--- src/rtl/trd_pkg.sv ---
package trd_pkg;

  typedef enum logic {
    ST_IDLE   = 1'b0,
    ST_ACTIVE = 1'b1
  } trd_state_t;

  typedef struct packed {
    logic rdy;
    logic pop;
    logic retry;
    logic disc_data;
    logic disc_nodata;
    logic flush;
  } trd_resp_t;

endpackage

--- src/rtl/trd_addr_step.sv ---
module trd_addr_step #(
  parameter int AW        = 32,
  parameter int PAGE_LOG2 = 18,
  parameter int RLW       = $clog2(AW)
) (
  input  logic           clk,
  input  logic           rst,
  input  logic           load,
  input  logic [AW-1:0]  load_addr,
  input  logic           load_wide,
  input  logic           adv,
  input  logic [RLW-1:0] region_log2,
  output logic [AW-1:0]  addr,
  output logic           crossing
);

  localparam logic [AW-1:0] STEP_NARROW = AW'(4);
  localparam logic [AW-1:0] STEP_WIDE   = AW'(8);

  logic          wide_q;
  logic [AW-1:0] next_addr;
  logic [AW-1:0] diff;

  assign next_addr = addr + (wide_q ? STEP_WIDE : STEP_NARROW);
  assign diff      = addr ^ next_addr;
  assign crossing  = ((diff >> region_log2) != '0) || ((diff >> PAGE_LOG2) != '0);

  always_ff @(posedge clk) begin
    if (rst) begin
      addr   <= '0;
      wide_q <= 1'b0;
    end else if (load) begin
      addr   <= load_addr;
      wide_q <= load_wide;
    end else if (adv) begin
      addr   <= next_addr;
    end
  end

endmodule

--- src/rtl/trd_wait_timer.sv ---
module trd_wait_timer #(
  parameter int MAX_WAIT = 8
) (
  input  logic clk,
  input  logic rst,
  input  logic clr,
  input  logic tick,
  output logic expired
);

  localparam int CW = $clog2(MAX_WAIT + 1);
  localparam logic [CW-1:0] LIMIT = CW'(MAX_WAIT);

  logic [CW-1:0] cnt;

  assign expired = (cnt == LIMIT);

  always_ff @(posedge clk) begin
    if (rst || clr) cnt <= '0;
    else if (tick && !expired) cnt <= cnt + 1'b1;
  end

  // wait count never exceeds its bound
  a_r6_wait_bounded: assert property (@(posedge clk) disable iff (rst) cnt <= LIMIT);

endmodule

--- src/rtl/trd_phase_ctrl.sv ---
module trd_phase_ctrl
  import trd_pkg::*;
#(
  parameter int AW        = 32,
  parameter int MAX_WAIT  = 8,
  parameter int PAGE_LOG2 = 18,
  parameter int RLW       = $clog2(AW)
) (
  input  logic           clk,
  input  logic           rst,
  input  logic           start,
  input  logic [AW-1:0]  start_addr,
  input  logic           wide,
  input  logic           burst_pend,
  input  logic [RLW-1:0] region_log2,
  input  logic           phase_req,
  input  logic           fifo_empty,
  input  logic           last_cyc,
  output logic           busy,
  output logic           data_rdy,
  output logic           fifo_pop,
  output logic           retry,
  output logic           disc_data,
  output logic           disc_nodata,
  output logic           flush,
  output logic [AW-1:0]  xfer_addr
);

  trd_state_t    state;
  logic          first_q;
  logic [AW-1:0] cur_addr;
  logic          crossing;
  logic          expired;

  logic start_ok, active, present, end_data, starve, hold, term_empty, term;
  trd_resp_t resp_d, resp_q;

  assign start_ok   = start && (state == ST_IDLE);
  assign active     = (state == ST_ACTIVE) && phase_req;
  assign present    = active && !fifo_empty;
  assign end_data   = present && (last_cyc || crossing);
  assign starve     = active && fifo_empty;
  assign hold       = starve && burst_pend && !expired;
  assign term_empty = starve && !hold;
  assign term       = end_data || term_empty;

  always_comb begin
    resp_d             = '0;
    resp_d.rdy         = present;
    resp_d.pop         = present;
    resp_d.disc_data   = end_data;
    resp_d.retry       = term_empty && first_q;
    resp_d.disc_nodata = term_empty && !first_q;
    resp_d.flush       = term;
  end

  trd_addr_step #(.AW(AW), .PAGE_LOG2(PAGE_LOG2), .RLW(RLW)) u_addr (
    .clk        (clk),
    .rst        (rst),
    .load       (start_ok),
    .load_addr  (start_addr),
    .load_wide  (wide),
    .adv        (present),
    .region_log2(region_log2),
    .addr       (cur_addr),
    .crossing   (crossing)
  );

  trd_wait_timer #(.MAX_WAIT(MAX_WAIT)) u_wait (
    .clk    (clk),
    .rst    (rst),
    .clr    (start_ok || present || term),
    .tick   (hold),
    .expired(expired)
  );

  always_ff @(posedge clk) begin
    if (rst) begin
      state     <= ST_IDLE;
      first_q   <= 1'b0;
      resp_q    <= '0;
      xfer_addr <= '0;
    end else begin
      resp_q <= resp_d;
      if (present) xfer_addr <= cur_addr;
      if (start_ok) begin
        state   <= ST_ACTIVE;
        first_q <= 1'b1;
      end else if (term) begin
        state   <= ST_IDLE;
      end
      if (present) first_q <= 1'b0;
    end
  end

  assign busy        = (state == ST_ACTIVE);
  assign data_rdy    = resp_q.rdy;
  assign fifo_pop    = resp_q.pop;
  assign retry       = resp_q.retry;
  assign disc_data   = resp_q.disc_data;
  assign disc_nodata = resp_q.disc_nodata;
  assign flush       = resp_q.flush;

  // one termination kind at a time
  a_r11_one_term: assert property (@(posedge clk) disable iff (rst)
    $onehot0({retry, disc_data, disc_nodata}));
  // a flushed transfer is over
  a_r11_flush_ends: assert property (@(posedge clk) disable iff (rst) flush |-> !busy);
  // a data disconnect carries a word
  a_r7_disc_has_word: assert property (@(posedge clk) disable iff (rst)
    disc_data |-> (data_rdy && fifo_pop));
  // retry only answers a first phase
  a_r4_retry_first: assert property (@(posedge clk) disable iff (rst) retry |-> $past(first_q));
  // an idle controller stays silent
  a_r10_idle_silent: assert property (@(posedge clk) disable iff (rst)
    !$past(busy) |-> !(data_rdy || retry || disc_nodata || flush));

endmodule

--- config.mk ---
export PLATFORM = sky130hd
export DESIGN_NAME = trd_phase_ctrl
export DESIGN_NICKNAME = d
export VERILOG_FILES = /design/src/rtl/trd_pkg.sv /design/src/rtl/trd_addr_step.sv /design/src/rtl/trd_wait_timer.sv /design/src/rtl/trd_phase_ctrl.sv
export SDC_FILE = /design/constraint.sdc
export NUM_CORES = 1
export LEC_CHECK = 0
export ABC_AREA = 1
export BUFFER_PORTS_ARGS = -buffer_cell sky130_fd_sc_hd__buf_4
export CAP_MARGIN = 0
export CORE_ASPECT_RATIO = 0.75
export CORE_MARGIN = 2
export CORE_UTILIZATION = 35
export DETAILED_ROUTE_END_ITERATION = 8
export GPL_ROUTABILITY_DRIVEN = 0
export PLACE_DENSITY_LB_ADDON = 0.2
export SETUP_SLACK_MARGIN = 0.5
export SYNTH_ARGS = -nofsm -noshare
export SYNTH_HDL_FRONTEND = slang
export SYNTH_HIERARCHICAL = 1
export SYNTH_SLANG_ARGS = --single-unit
--- constraint.sdc ---
create_clock -name clk -period 3.6 [get_ports clk]
set_clock_uncertainty 0.2 [all_clocks]
set_input_delay 0.36 -clock clk [delete_from_list [all_inputs] [get_ports clk]]
set_output_delay 0.36 -clock clk [all_outputs]
set_load 0.01 [all_outputs]
# [Word level (Yosys, flattened, before mapping)]
# Index checks and enable logic that the tools add are counted.
[word_totals] reg_bits=76 input_bits=45 wordCells=48
[op_classes] add_sub_neg=2 n_eq_ne=1 shifts=1 n_mux=5 bitwise=2 reduce_logical=26
[op_table] cell="two-way mux 32 bit" n=2
[op_table] cell="nonzero test 32 bit" n=2
[op_table] cell="adder 32 bit" n=1
[op_table] cell=">> shifter 32 x 5 -> 32 bit" n=1
[op_table] cell="bitwise XOR 32 bit" n=1
[op_table] cell="logical AND 1 bit" n=11
[op_table] cell="logical OR 1 bit" n=6
[op_table] cell="adder 4 x 1 -> 4 bit, second input constant" n=1
[op_table] cell="== test 4 bit, second input constant" n=1
[op_table] cell="logical NOT 1 bit" n=4
[op_table] cell="two-way mux 4 bit" n=1
[op_table] cell="nonzero test 2 bit" n=2
[op_table] cell="two-way mux 1 bit" n=2
[op_table] cell="OR reduction 2 bit" n=1
[op_table] cell="NOT 1 bit" n=1

# [Longest topological paths before layout]
# Gate-level depths: netlist (run 1).
[depth] depth_word=11 depth_mapped=23 mapped_depth_nobuf=23

# [Hierarchy]
# The synthesis (run 1) kept the hierarchy.
[by_module_without_submodules] module="trd_addr_step" instances=1 cells_per_inst=472 area_each_um2=2821.5 seq_area_each_um2=660.6
[by_module_without_submodules] module="trd_phase_ctrl" instances=1 cells_per_inst=174 area_each_um2=1448.9 seq_area_each_um2=780.7
[by_module_without_submodules] module="trd_wait_timer" instances=1 cells_per_inst=33 area_each_um2=224.0 seq_area_each_um2=80.1

# [Worst setup path after synthesis (run 1)]
# OpenSTA, ideal clock, no wires.
[synth_path] path_type="register to register" startpoint="reg u_addr.wide_q" endpoint="reg state (netlist: busy)" setup_time_ns=0.070 arrival_time_ns=2.415 required_ns=3.330 setup_slack_ns=0.915 stages_incl_launch_ff=22 n_path_buf=0 period_less_slack_ns=2.685 path_cell_list="dfxtp_1 -> inv_1 -> ha_1 -> fa_1 -> nand2_2 -> nor2_4 -> nand2_4 -> nor2_4 -> nand3_1 -> nand2_1 -> or2_2 -> nand2_1 -> nand2_1 -> nand3_1 -> nand2_1 -> inv_1 -> nand2_1 -> inv_1 -> nand2_1 -> nand2_1 -> nand3_1 -> a21oi_1"
[synth_between] elab_chain_len=10 word_cells_on_any_way=11 cone_classes="1 x add/sub; 1 x shift; 1 x mux; 1 x bitwise; 7 x reduce/logical"
[synth_lines] element="start: declaration" line_no="trd_addr_step.sv:20" source="logic wide_q;"
[synth_lines] element="start signal: assignment" line_no="trd_addr_step.sv:34" source="wide_q <= load_wide;"
[synth_lines] element="two-way mux 4 bit *" line_no="trd_addr_step.sv:24" source="assign next_addr = addr + (wide_q ? STEP_WIDE : STEP_NARROW);"
[synth_lines] element="adder 32 bit *" line_no="trd_addr_step.sv:24"
[synth_lines] element="bitwise XOR 32 bit *" line_no="trd_addr_step.sv:25" source="assign diff = addr ^ next_addr;"
[synth_lines] element=">> shifter 32 x 5 -> 32 bit" line_no="trd_addr_step.sv:26" source="assign crossing = ((diff >> region_log2) != '0) || ((diff >> PAGE_LOG2) != '0);"
[synth_lines] element="nonzero test 32 bit" line_no="trd_addr_step.sv:26"
[synth_lines] element="logical OR 1 bit *" line_no="trd_addr_step.sv:26"
[synth_lines] element="net crossing" line_no="trd_phase_ctrl.sv:32" source="logic crossing;"
[synth_lines] element="logical OR 1 bit *" line_no="trd_phase_ctrl.sv:41" source="assign end_data = present && (last_cyc || crossing);"
[synth_lines] element="logical AND 1 bit *" line_no="trd_phase_ctrl.sv:41"
[synth_lines] element="logical OR 1 bit *" line_no="trd_phase_ctrl.sv:45" source="assign term = end_data || term_empty;"
[synth_lines] element="nonzero test 2 bit (no source line) *"
[synth_lines] element="end signal: assignment" line_no="trd_phase_ctrl.sv:79" source="state <= ST_IDLE;"
[synth_lines] element="end signal: assignment" line_no="trd_phase_ctrl.sv:87" source="state <= ST_ACTIVE;"
[synth_lines] element="end signal: assignment" line_no="trd_phase_ctrl.sv:90" source="state <= ST_IDLE;"
[synth_lines] element="end: declaration" line_no="trd_phase_ctrl.sv:29" source="trd_state_t state;"
# The timed path passes the listed nets; every way through them passes the cells marked *.
# A chain may end at the register's enable or synchronous reset.

# [Worst setup path in the final report (run 1)]
# Ends and elaborated chain as after synthesis.

==> results.json, run 1 <==
{
  "status": "completed",
  "finalSetupViolations": 0,
  "ant_nets": 0,
  "cts_tree": "done",
  "io_pins": 84,
  "post_drt_via_cell_ratio": 5.10,
  "initial_utilization_pct": 36.3,
  "htreeDepth": 3,
  "period_minus_slack_ps": 2910,
  "max_slew_margin_pct": 50.9,
  "diodes": 0,
  "post-route-period-util_pct": 80.8,
  "netlist.top_cell.by_area": "dfxtp_1",
  "drc": 0,
  "drive_gt1_share_pct": 23.6,
  "firstDrtPassIters": 5,
  "dpl.hpwl_um": 10100,
  "maxCapViolations": 0,
  "ir_drop_v": 0.000283,
  "postLayoutCellArea_mm2": 0.00565,
  "rsz0062_at_grt": "false",
  "worst_pin_slew_ps": 736,
  "arrival_ps": 2920,
  "yosysTopAreaCellShare_pct": 33.9,
  "antenna_found_initial": 0,
  "cts_sinks": 76,
  "path_max_fanout": 6,
  "grt_start_max_net_pins": 35,
  "cts.clk_slew.worst_paths_ps": 70,
  "r2r-end": "busy",
  "cp.required_ps": 3610,
  "grt_use_total_pct": 20.2,
  "rr_worst_depth": 23,
  "cts_made_buffers": 9,
  "fillers": 1294,
  "synthTopCellsByArea": "dfxtp_1, nand2_1, nand3_1, inv_1, a31oi_1",
  "holdBufCountCts": 0,
  "worstSkewPairLatency_ps": 340,
  "routed_wl_um": 13800,
  "syn-num-nets": 729,
  "grt_pass1_wl_um": 22200,
  "grt_overflow": 0,
  "layout.nets": 808,
  "power_leakage_nw": 2.64,
  "area_growth_pct": 25.6,
  "crit_type": "flip-flop to flip-flop",
  "port_buffers": 83,
  "p_per_area_mw_per_mm2": 395,
  "core_mm2": 0.0124,
  "die_area_mm2": 0.0138,
  "cts_root_buffer": "clkbuf_16",
  "synthCells": 679,
  "min_to": "u_addr/addr[0]",
  "yosysWarnings": 6,
  "layout_commonest_cell": "nand2_1",
  "first_iter_violations": 355,
  "yosysUniqueCellTypes": 43,
  "r2r_slack_ps": 690,
  "holdPathStages": 3,
  "worstHoldStart": "start_addr[0]",
  "die_w_um": 135,
  "hold_viol": 0,
  "synth_edf_count": 0,
  "layout.cells.most_common_list": "nand2_1, buf_4, nand3_1, dfxtp_1, inv_1",
  "synth_area_mm2": 0.00449,
  "wl_per_cell_um": 14.8,
  "max_freq_mhz": 344,
  "reg2reg_from": "u_addr/wide_q",
  "critPathCaptureType": "flip-flop",
  "cts_max_path_buffers": 2,
  "async_reset_ff_share_pct": 0,
  "vias": 4742,
  "hold_class": "input pin to flip-flop",
  "rows": 35,
  "grt_pass1_vias": 4466,
  "ys_ff_latch": 76,
  "avgSynthCellArea_um2": 6.62,
  "die_h_um": 102,
  "startpoint_type": "flip-flop",
  "synth_ff_type": "dfxtp_1",
  "fin_setup_tns_ps": 0,
  "placed_cell_area_mm2": 0.00517,
  "ys_seq_area_share_pct": 33.9,
  "drv_slew": 0
}
==> worst max path at each step <==
stage / from / endpoint / slack, ps / depth (start not counted)
final: u_addr/wide_q / busy / 690 / 23
after global placement: u_addr/addr[2] / busy / 670 / 21
after floorplan: u_addr/wide_q / busy / 910 / 21
after global routing: u_addr/wide_q / busy / 500 / 23
after detailed placement: u_addr/addr[2] / busy / 530 / 21
after CTS: u_addr/wide_q / busy / 530 / 22
==> state kept, by name, indices dropped and copies added, names as in the netlist <==
signal,flops
flush,1
u_addr/wide_q,1
u_addr/addr,32
disc_data,1
busy,1
disc_nodata,1
fifo_pop,1
xfer_addr,32
first_q,1
retry,1
u_wait/cnt,4
==> cell families (layout without fill, tap and decap cells) <==
kind of cell | after synthesis | in the layout | synth area share (%)
AO/OA/AOI/OAI | 66 | 66 | 8.80
XOR/XNOR | 12 | 12 | 2.34
adder cells (fa/ha/maj) | 5 | 5 | 1.56
flip-flops | 76 | 76 | 33.9
AND/OR/NAND/NOR | 428 | 429 | 44.0
buffers and inverters | 92 | 175 | 9.41
==> critical path: stages, from the launching register on <==
cell     delay (ps)
dfxtp_4         360
inv_2            80
ha_4            150
fa_2            260
nand2_4          80
nor2_4          210
nand2_4         110
nor2_4          240
buf_6           130
nand2_2          40
nand3_2          70
nand2_2          70
nand2_1          60
nand2_1          40
nand3_1          70
nand2_1          50
nand2_1          50
nand2_1          50
nand2_1          80
inv_1            60
nand2_1          60
nand2_1          80
nand3_1         100
a21oi_1          60
==> routing by layer <==
layer | part of all wire [%] | up-vias | routed length (um) | GRT usage, %
met5 | 0 | - | 0 | 0
met4 | 1.6 | 0 | 222 | 7.13
met3 | 6.5 | 22 | 897 | 3.67
met2 | 43 | 191 | 5920 | 31.7
met1 | 49 | 2162 | 6720 | 28.1
li1 | - | 2367 | - | -
==> timing repair <==
item | 4_1_cts | 5_1_grt
setup endpoints to repair | 0 | 3
setup buffers | 0 | 9
gates resized for setup | 0 | 19
==> report_power, final <==
part / switching [mW] / internal (mW) / total [mW]
clock: 0.368 / 0.679 / 1.05
combinational: 0.156 / 0.106 / 0.262
sequential: 0.0463 / 0.874 / 0.920
==> cells in the mapped netlist, types with 2 or more instances <==
master,number
nand2_1,224
nand3_1,93
dfxtp_1,76
inv_1,55
nor2_1,42
a31oi_1,28
nand2_2,18
o21ai_0,17
clkbuf_1,11
nand4_1,11
xor2_1,10
a21oi_1,9
or2_2,7
buf_6,6
inv_2,6
nor2_2,6
buf_2,5
nor2_4,5
nor3_1,5
o211ai_1,5
ha_1,4
buf_1,3
nand2_4,3
nand3_2,3
or2_1,3
buf_4,2
clkinv_1,2
nor2_8,2
nor3_2,2
nor3b_1,2
xnor2_1,2
==> area by class of cell <==
| class | instances | area [um2] | share of cell area (%) |
|---|---|---|---|
| multi-input cells | 512 | 2610 | 46.2 |
| flip-flops and latches | 76 | 1530 | 27.0 |
| repair buffers | 95 | 717 | 12.7 |
| inverters | 64 | 243 | 4.30 |
| clock buffers | 10 | 229 | 4.06 |
| well taps | 166 | 208 | 3.68 |
| clock inverters | 6 | 113 | 1.99 |
==> stage by stage <==
stage	power [mW]	hold WS, ps	util [%]	worst slack (ps)	cells
after floorplan	1.09	193	-	915	679
final	2.23	65.0	45.6	691	929
after CTS	2.24	44.0	44.5	527	919
after detailed placement	1.19	210	41.7	533	903
after global placement	1.18	202	41.7	666	903
after global routing	2.31	90.2	45.6	504	929
Power figures use the tool's default switching activity.
==> run 2, diff against run 1 <==
- ABC_AREA: 1 -> 0
- clock period: 3.6 -> 2.9 ns (I/O delays scaled with it)
==> results.json, run 2 <==
{
  "status": "finished with violations",
  "failed_checks": "negative setup slack",
  "ys_seq_area_share_pct": 38.8,
  "dpl.hpwl_um": 7700,
  "layout.cells.most_common_list": "buf_4, nand2_1, dfxtp_1, nor2_1, a21oi_1",
  "post-route-period-util_pct": 102,
  "rsz0062_at_grt": "true",
  "fin_ws_ps": -49.4,
  "hold_class": "input pin to flip-flop",
  "cts_made_buffers": 9,
  "async_reset_ff_share_pct": 0,
  "finalSetupViolations": 1,
  "dp_cells": 713,
  "wl_per_cell_um": 14.9,
  "synthCells": 497,
  "grt_start_max_net_pins": 75,
  "arrival_ps": 2970,
  "vias": 3807,
  "syn-num-nets": 547,
  "max_freq_mhz": 339,
  "top_regs": "u_addr/addr (32), xfer_addr (32), u_wait/cnt (4)",
  "synth_area_mm2": 0.00392,
  "htreeDepth": 3,
  "port_buffers": 83,
  "cts_max_path_buffers": 2,
  "dr.max_layer_used": "met4",
  "yosysUniqueCellTypes": 58,
  "path_max_fanout": 4,
  "first_iter_violations": 216,
  "die_h_um": 95.6,
  "worstSkewPairLatency_ps": 340,
  "die_area_mm2": 0.0121,
  "power_leakage_nw": 2.25,
  "synthTopCellsByArea": "dfxtp_1, nand2_1, a21oi_1, nor2_1, xor2_1",
  "ir_drop_v": 0.000278,
  "cts_sinks": 76,
  "p_per_area_mw_per_mm2": 470,
  "layout_commonest_cell": "buf_4",
  "netlist.top_cell.by_area": "dfxtp_1",
  "yosysWarnings": 6,
  "drc": 0,
  "place_worst_setup_slack_ps": -157,
  "routed_wl_um": 11200,
  "firstDrtPassIters": 4,
  "cts.clk_slew.worst_paths_ps": 60,
  "die_w_um": 126,
  "synth.top_cells.by_count": "nand2_1, dfxtp_1, nor2_1, a21oi_1, xor2_1",
  "crit_type": "flip-flop to flip-flop",
  "io_pins": 84,
  "core_mm2": 0.0109,
  "avgSynthCellArea_um2": 7.88,
  "power_mw": 2.55,
  "drive_gt1_share_pct": 28.5,
  "initial_utilization_pct": 35.9,
  "yosysMostFrequentCell": "nand2_1",
  "wl_met1_um": 5380,
  "final_util_pct": 49.7,
  "diodes": 0,
  "period_minus_slack_ps": 2950,
  "antenna_found_initial": 0,
  "maxCapViolations": 0,
  "area_growth_pct": 38.3,
  "cts_root_buffer": "clkbuf_16",
  "synth_edf_count": 0,
  "met3_length_um": 562,
  "rows": 33,
  "layout.nets": 659,
  "hold_viol": 0,
  "grt_use_total_pct": 18.7,
  "wl_met2_um": 5120,
  "post_drt_via_cell_ratio": 5.05,
  "yosysTopAreaCellShare_pct": 38.8,
  "worst_pin_slew_ps": 858,
  "critPathCaptureType": "flip-flop",
  "ys_ff_latch": 76,
  "synth_ff_type": "dfxtp_1",
  "startpoint_type": "flip-flop",
  "stdcell_count": 754,
  "max_slew_margin_pct": 42.7,
  "ant_nets": 0,
  "grt_pass1_vias": 3737,
  "cts_tree": "done",
  "grt_overflow": 0,
  "fin_setup_tns_ps": -49.4,
  "drv_slew": 0,
  "grt_pass1_wl_um": 18100,
  "r2r_slack_ps": -50,
  "cp.required_ps": 2930
}
[run 2: cell count changes after synthesis, moves of 8 or more]
cell,delta
mux2i_1,+13
a21oi_1,+47
nand2_1,-127
nand3_1,-83
inv_1,-41
xnor2_1,+8
a31oi_1,-25
nand2_2,-18
nor3_1,+8
nor2_1,+21
xor2_1,+10
[run 2: cell type report]
class / count / area [um2]
repair buffers: 131 / 1050
clock buffers: 11 / 243
inverters: 16 / 62.6
fillers: 1082 / 5480
multi-input cells: 375 / 2340
clock inverters: 5 / 27.5
flip-flops and latches: 76 / 1530
well taps: 140 / 175
[run 2: final timing paths]
check,startpoint,end,cells after the start
hold reg to reg,first_q,disc_nodata,1
hold / removal,start_addr[6],u_addr/addr[6],3
setup reg to reg,u_addr/wide_q,busy,12
setup / recovery,u_addr/wide_q,busy,12
[run 2: cells by family (layout without fill, tap and decap cells)]
logic type | count (synthesis) | count (layout) | synth area share (%)
simple gates | 232 | 232 | 28.7
fa+ha+maj | 5 | 5 | 1.79
buf+inv | 46 | 163 | 5.97
compound gates | 95 | 95 | 14.6
mux | 13 | 13 | 3.32
flops | 76 | 76 | 38.8
xor+xnor | 30 | 30 | 6.71
[run 2: timing repair]
item,in CTS,in global routing
resized for setup,14,22
setup endpoints to repair,10,19
pin swaps,6,10
endpoints found under the hold margin,19,0
setup buffers,5,1
hold buffers,19,0
[run 2: layer usage]
metal  vias up  GRT usage (%)
met5         -              0
met4         0           7.05
met3        16           4.04
met2        95           30.3
met1      1777           24.7
li1       1919              -
[run 2: per-stage QoR]
stage                     cell area, um2  hold WS (ps)
final                               5420          11.2
after global routing                5420          23.5
after CTS                           5310         0.733
after detailed placement            4750           236
after global placement              4750           223
after floorplan                     3960           167
[run 2: power breakdown]
group,switching [mW],internal (mW)
Clock,0.427,0.596
Combinational,0.199,0.183
Sequential,0.0514,1.09
Total,0.678,1.87
[run 2: critical path, stage by stage (launching register included)]
cell,delay (ps)
dfxtp_2,340
inv_2,70
ha_4,140
fa_2,250
nand3_4,80
or3_4,440
nor3_4,160
nor3_2,80
o311a_1,320
o211ai_2,230
nor2_2,70
o311a_1,280
a22o_1,190
==> run 3, diff against run 2 <==
- SYNTH_HIERARCHICAL: 1 -> unset
==> results.json, run 3 <==
{
  "slowest_stage": "fa_2",
  "worstSkewPairLatency_ps": 340,
  "layout.nets": 625,
  "cts_max_path_buffers": 2,
  "rows": 32,
  "top_regs": "u_addr.addr (32), xfer_addr (32), u_wait.cnt (4)",
  "cp_top_family": "compound AO/OA/AOI/OAI gates",
  "cts_tree": "done",
  "avgSynthCellArea_um2": 7.81,
  "fin_ws_ps": 269,
  "htreeDepth": 3,
  "drive_gt1_share_pct": 28.2,
  "hold_class": "input pin to flip-flop",
  "area_growth_pct": 35.7,
  "regArea_mm2": 0.00153,
  "synth.top_cells.by_count": "nand2_1, dfxtp_1, nor2_1, a21oi_1, clkbuf_1",
  "dpl.hpwl_um": 7870,
  "io_pins": 84,
  "vias": 3721,
  "ys_seq_area_share_pct": 39.9,
  "path_buf_inv": 3,
  "crit_type": "flip-flop to flip-flop",
  "max_slew_margin_pct": 61.3,
  "cts_root_buffer": "clkbuf_16",
  "synth_ff_type": "dfxtp_1",
  "cp.required_ps": 2920,
  "status": "completed",
  "grt_start_max_net_pins": 41,
  "routed_wl_um": 11000,
  "grt_use_total_pct": 19.4,
  "postLayoutCellArea_mm2": 0.00517,
  "worst_pin_slew_ps": 580,
  "power_leakage_nw": 1.93,
  "ir_drop_v": 0.000329,
  "syn-num-nets": 538,
  "first_iter_violations": 232,
  "antenna_found_initial": 0,
  "layout_commonest_cell": "buf_4",
  "cp_cell_sequence": "inv_2 -> ha_4 -> fa_2 -> nand3_4 -> buf_6 -> nor4_4 -> buf_4 -> a22o_1 -> a21oi_2 -> o211ai_1 -> nor3_2 -> o22ai_2",
  "grt_pass1_vias": 3656,
  "finalSetupViolations": 0,
  "synth_area_mm2": 0.00381,
  "yosysUniqueCellTypes": 53,
  "critPathCaptureType": "flip-flop",
  "cts_made_buffers": 9,
  "ys_ff_latch": 76,
  "synth_edf_count": 0,
  "place_worst_setup_slack_ps": 101,
  "critPathMaxStageDelay_ps": 420,
  "wl_per_cell_um": 15.4,
  "startpoint_type": "flip-flop",
  "post_drt_via_cell_ratio": 5.20,
  "grt_pass1_wl_um": 18300,
  "yosysMostFrequentCell": "nand2_1",
  "path_max_fanout": 6,
  "maxCapViolations": 0,
  "drv_slew": 0,
  "fillers": 1046,
  "fin_setup_tns_ps": 0,
  "die_area_mm2": 0.0117,
  "max_freq_mhz": 380,
  "multi_input_area_mm2": 0.00227,
  "firstDrtPassIters": 5,
  "p_per_area_mw_per_mm2": 515,
  "ant_nets": 0,
  "diodes": 0,
  "async_reset_ff_share_pct": 0,
  "die_w_um": 124,
  "drc": 0,
  "grt_overflow": 0,
  "initial_utilization_pct": 36.5,
  "cts.clk_slew.worst_paths_ps": 60,
  "placed_cell_area_mm2": 0.00467,
  "hold_ws_ps": 8.14,
  "arrival_ps": 2650,
  "post-route-period-util_pct": 90.7,
  "final_util_pct": 49.5,
  "port_buffers": 83,
  "rsz0062_at_grt": "true",
  "synthTopCellsByArea": "dfxtp_1, nand2_1, a21oi_1, a211oi_1, nor2_1",
  "yosysTopAreaCellShare_pct": 39.9,
  "synthCells": 488,
  "period_minus_slack_ps": 2630,
  "core_mm2": 0.0105,
  "hold_viol": 0,
  "netlist.top_cell.by_area": "dfxtp_1",
  "cts_sinks": 76,
  "layout.cells.most_common_list": "buf_4, nand2_1, dfxtp_1, nor2_1, a21oi_1",
  "die_h_um": 94.4,
  "yosysWarnings": 0
}
[run 3: cell count changes after synthesis, sizes merged, moves of 5 or more]
cell and change:
a311oi +7, nor3 -5, nor2 -14, inv -10, a211oi +19, nand3 +6, clkbuf +14, xor2 -7
a21oi -10, nand4 -8, buf -6, mux2i -11, or3 +5
[run 3: repair_timing]
| action | 4_1_cts | 5_1_grt |
|---|---|---|
| cloned | 0 | 0 |
| resized for setup | 13 | 16 |
| endpoints found under the hold margin | 1 | 0 |
| buffers inserted | 7 | 3 |
| setup endpoints to repair | 11 | 15 |
| hold buffers | 1 | 0 |
| pin swaps | 11 | 13 |
[run 3: path summary, 6_finish.rpt]
kind	from	endpoint	slack, ps	cells after the start
worst max register to register	u_addr.wide_q	flush	270	12
worst min register to register	u_addr.addr[0]	u_addr.addr[0]	260	2
worst min-delay path	start_addr[16]	u_addr.addr[16]	8	3
worst max-delay path	u_addr.wide_q	flush	270	12
[run 3: final cells by class]
type	instances	share of cell area [%]
sequential	76	29.6
clock inverter	4	0.968
timing repair buffer	114	17.1
inverter	6	0.436
tap	136	3.29
multi-input combinational	368	44.0
clock buffer	11	4.69
[run 3: power breakdown]
group / internal, mW / leakage (nW) / switching, mW
sequential: 1.10 / 0.622 / 0.0698
combinational: 0.175 / 1.17 / 0.205
clock: 0.683 / 0.138 / 0.428
[run 3: tightest hold or removal path, delay by kind of cell]
family	cells	cell delay (ps)
simple gates	1	50
compound gates	1	50
buf+inv	1	110
[run 3: cell families (layout without fill, tap and decap cells)]
| family | after synthesis | after routing | synth area share, % |
|---|---|---|---|
| simple gates | 218 | 218 | 26.8 |
| buf+inv | 44 | 135 | 4.63 |
| flops | 76 | 76 | 39.9 |
| xor+xnor | 26 | 26 | 5.98 |
| compound gates | 117 | 117 | 20.4 |
| mux | 2 | 2 | 0.525 |
| fa+ha+maj | 5 | 5 | 1.84 |
[run 3: metrics by stage]
step,total power [mW],instances
after detailed placement,1.55,689
after CTS,2.68,712
final,2.66,715
after global placement,1.54,689
after global routing,2.79,715
after floorplan,1.40,488
[run 3: per-layer routing]
metal	GRT usage, %	part of all wire [%]
met4	5.62	1.0
met5	0	0
met2	28.9	43
met3	6.63	7.0
met1	26.7	49
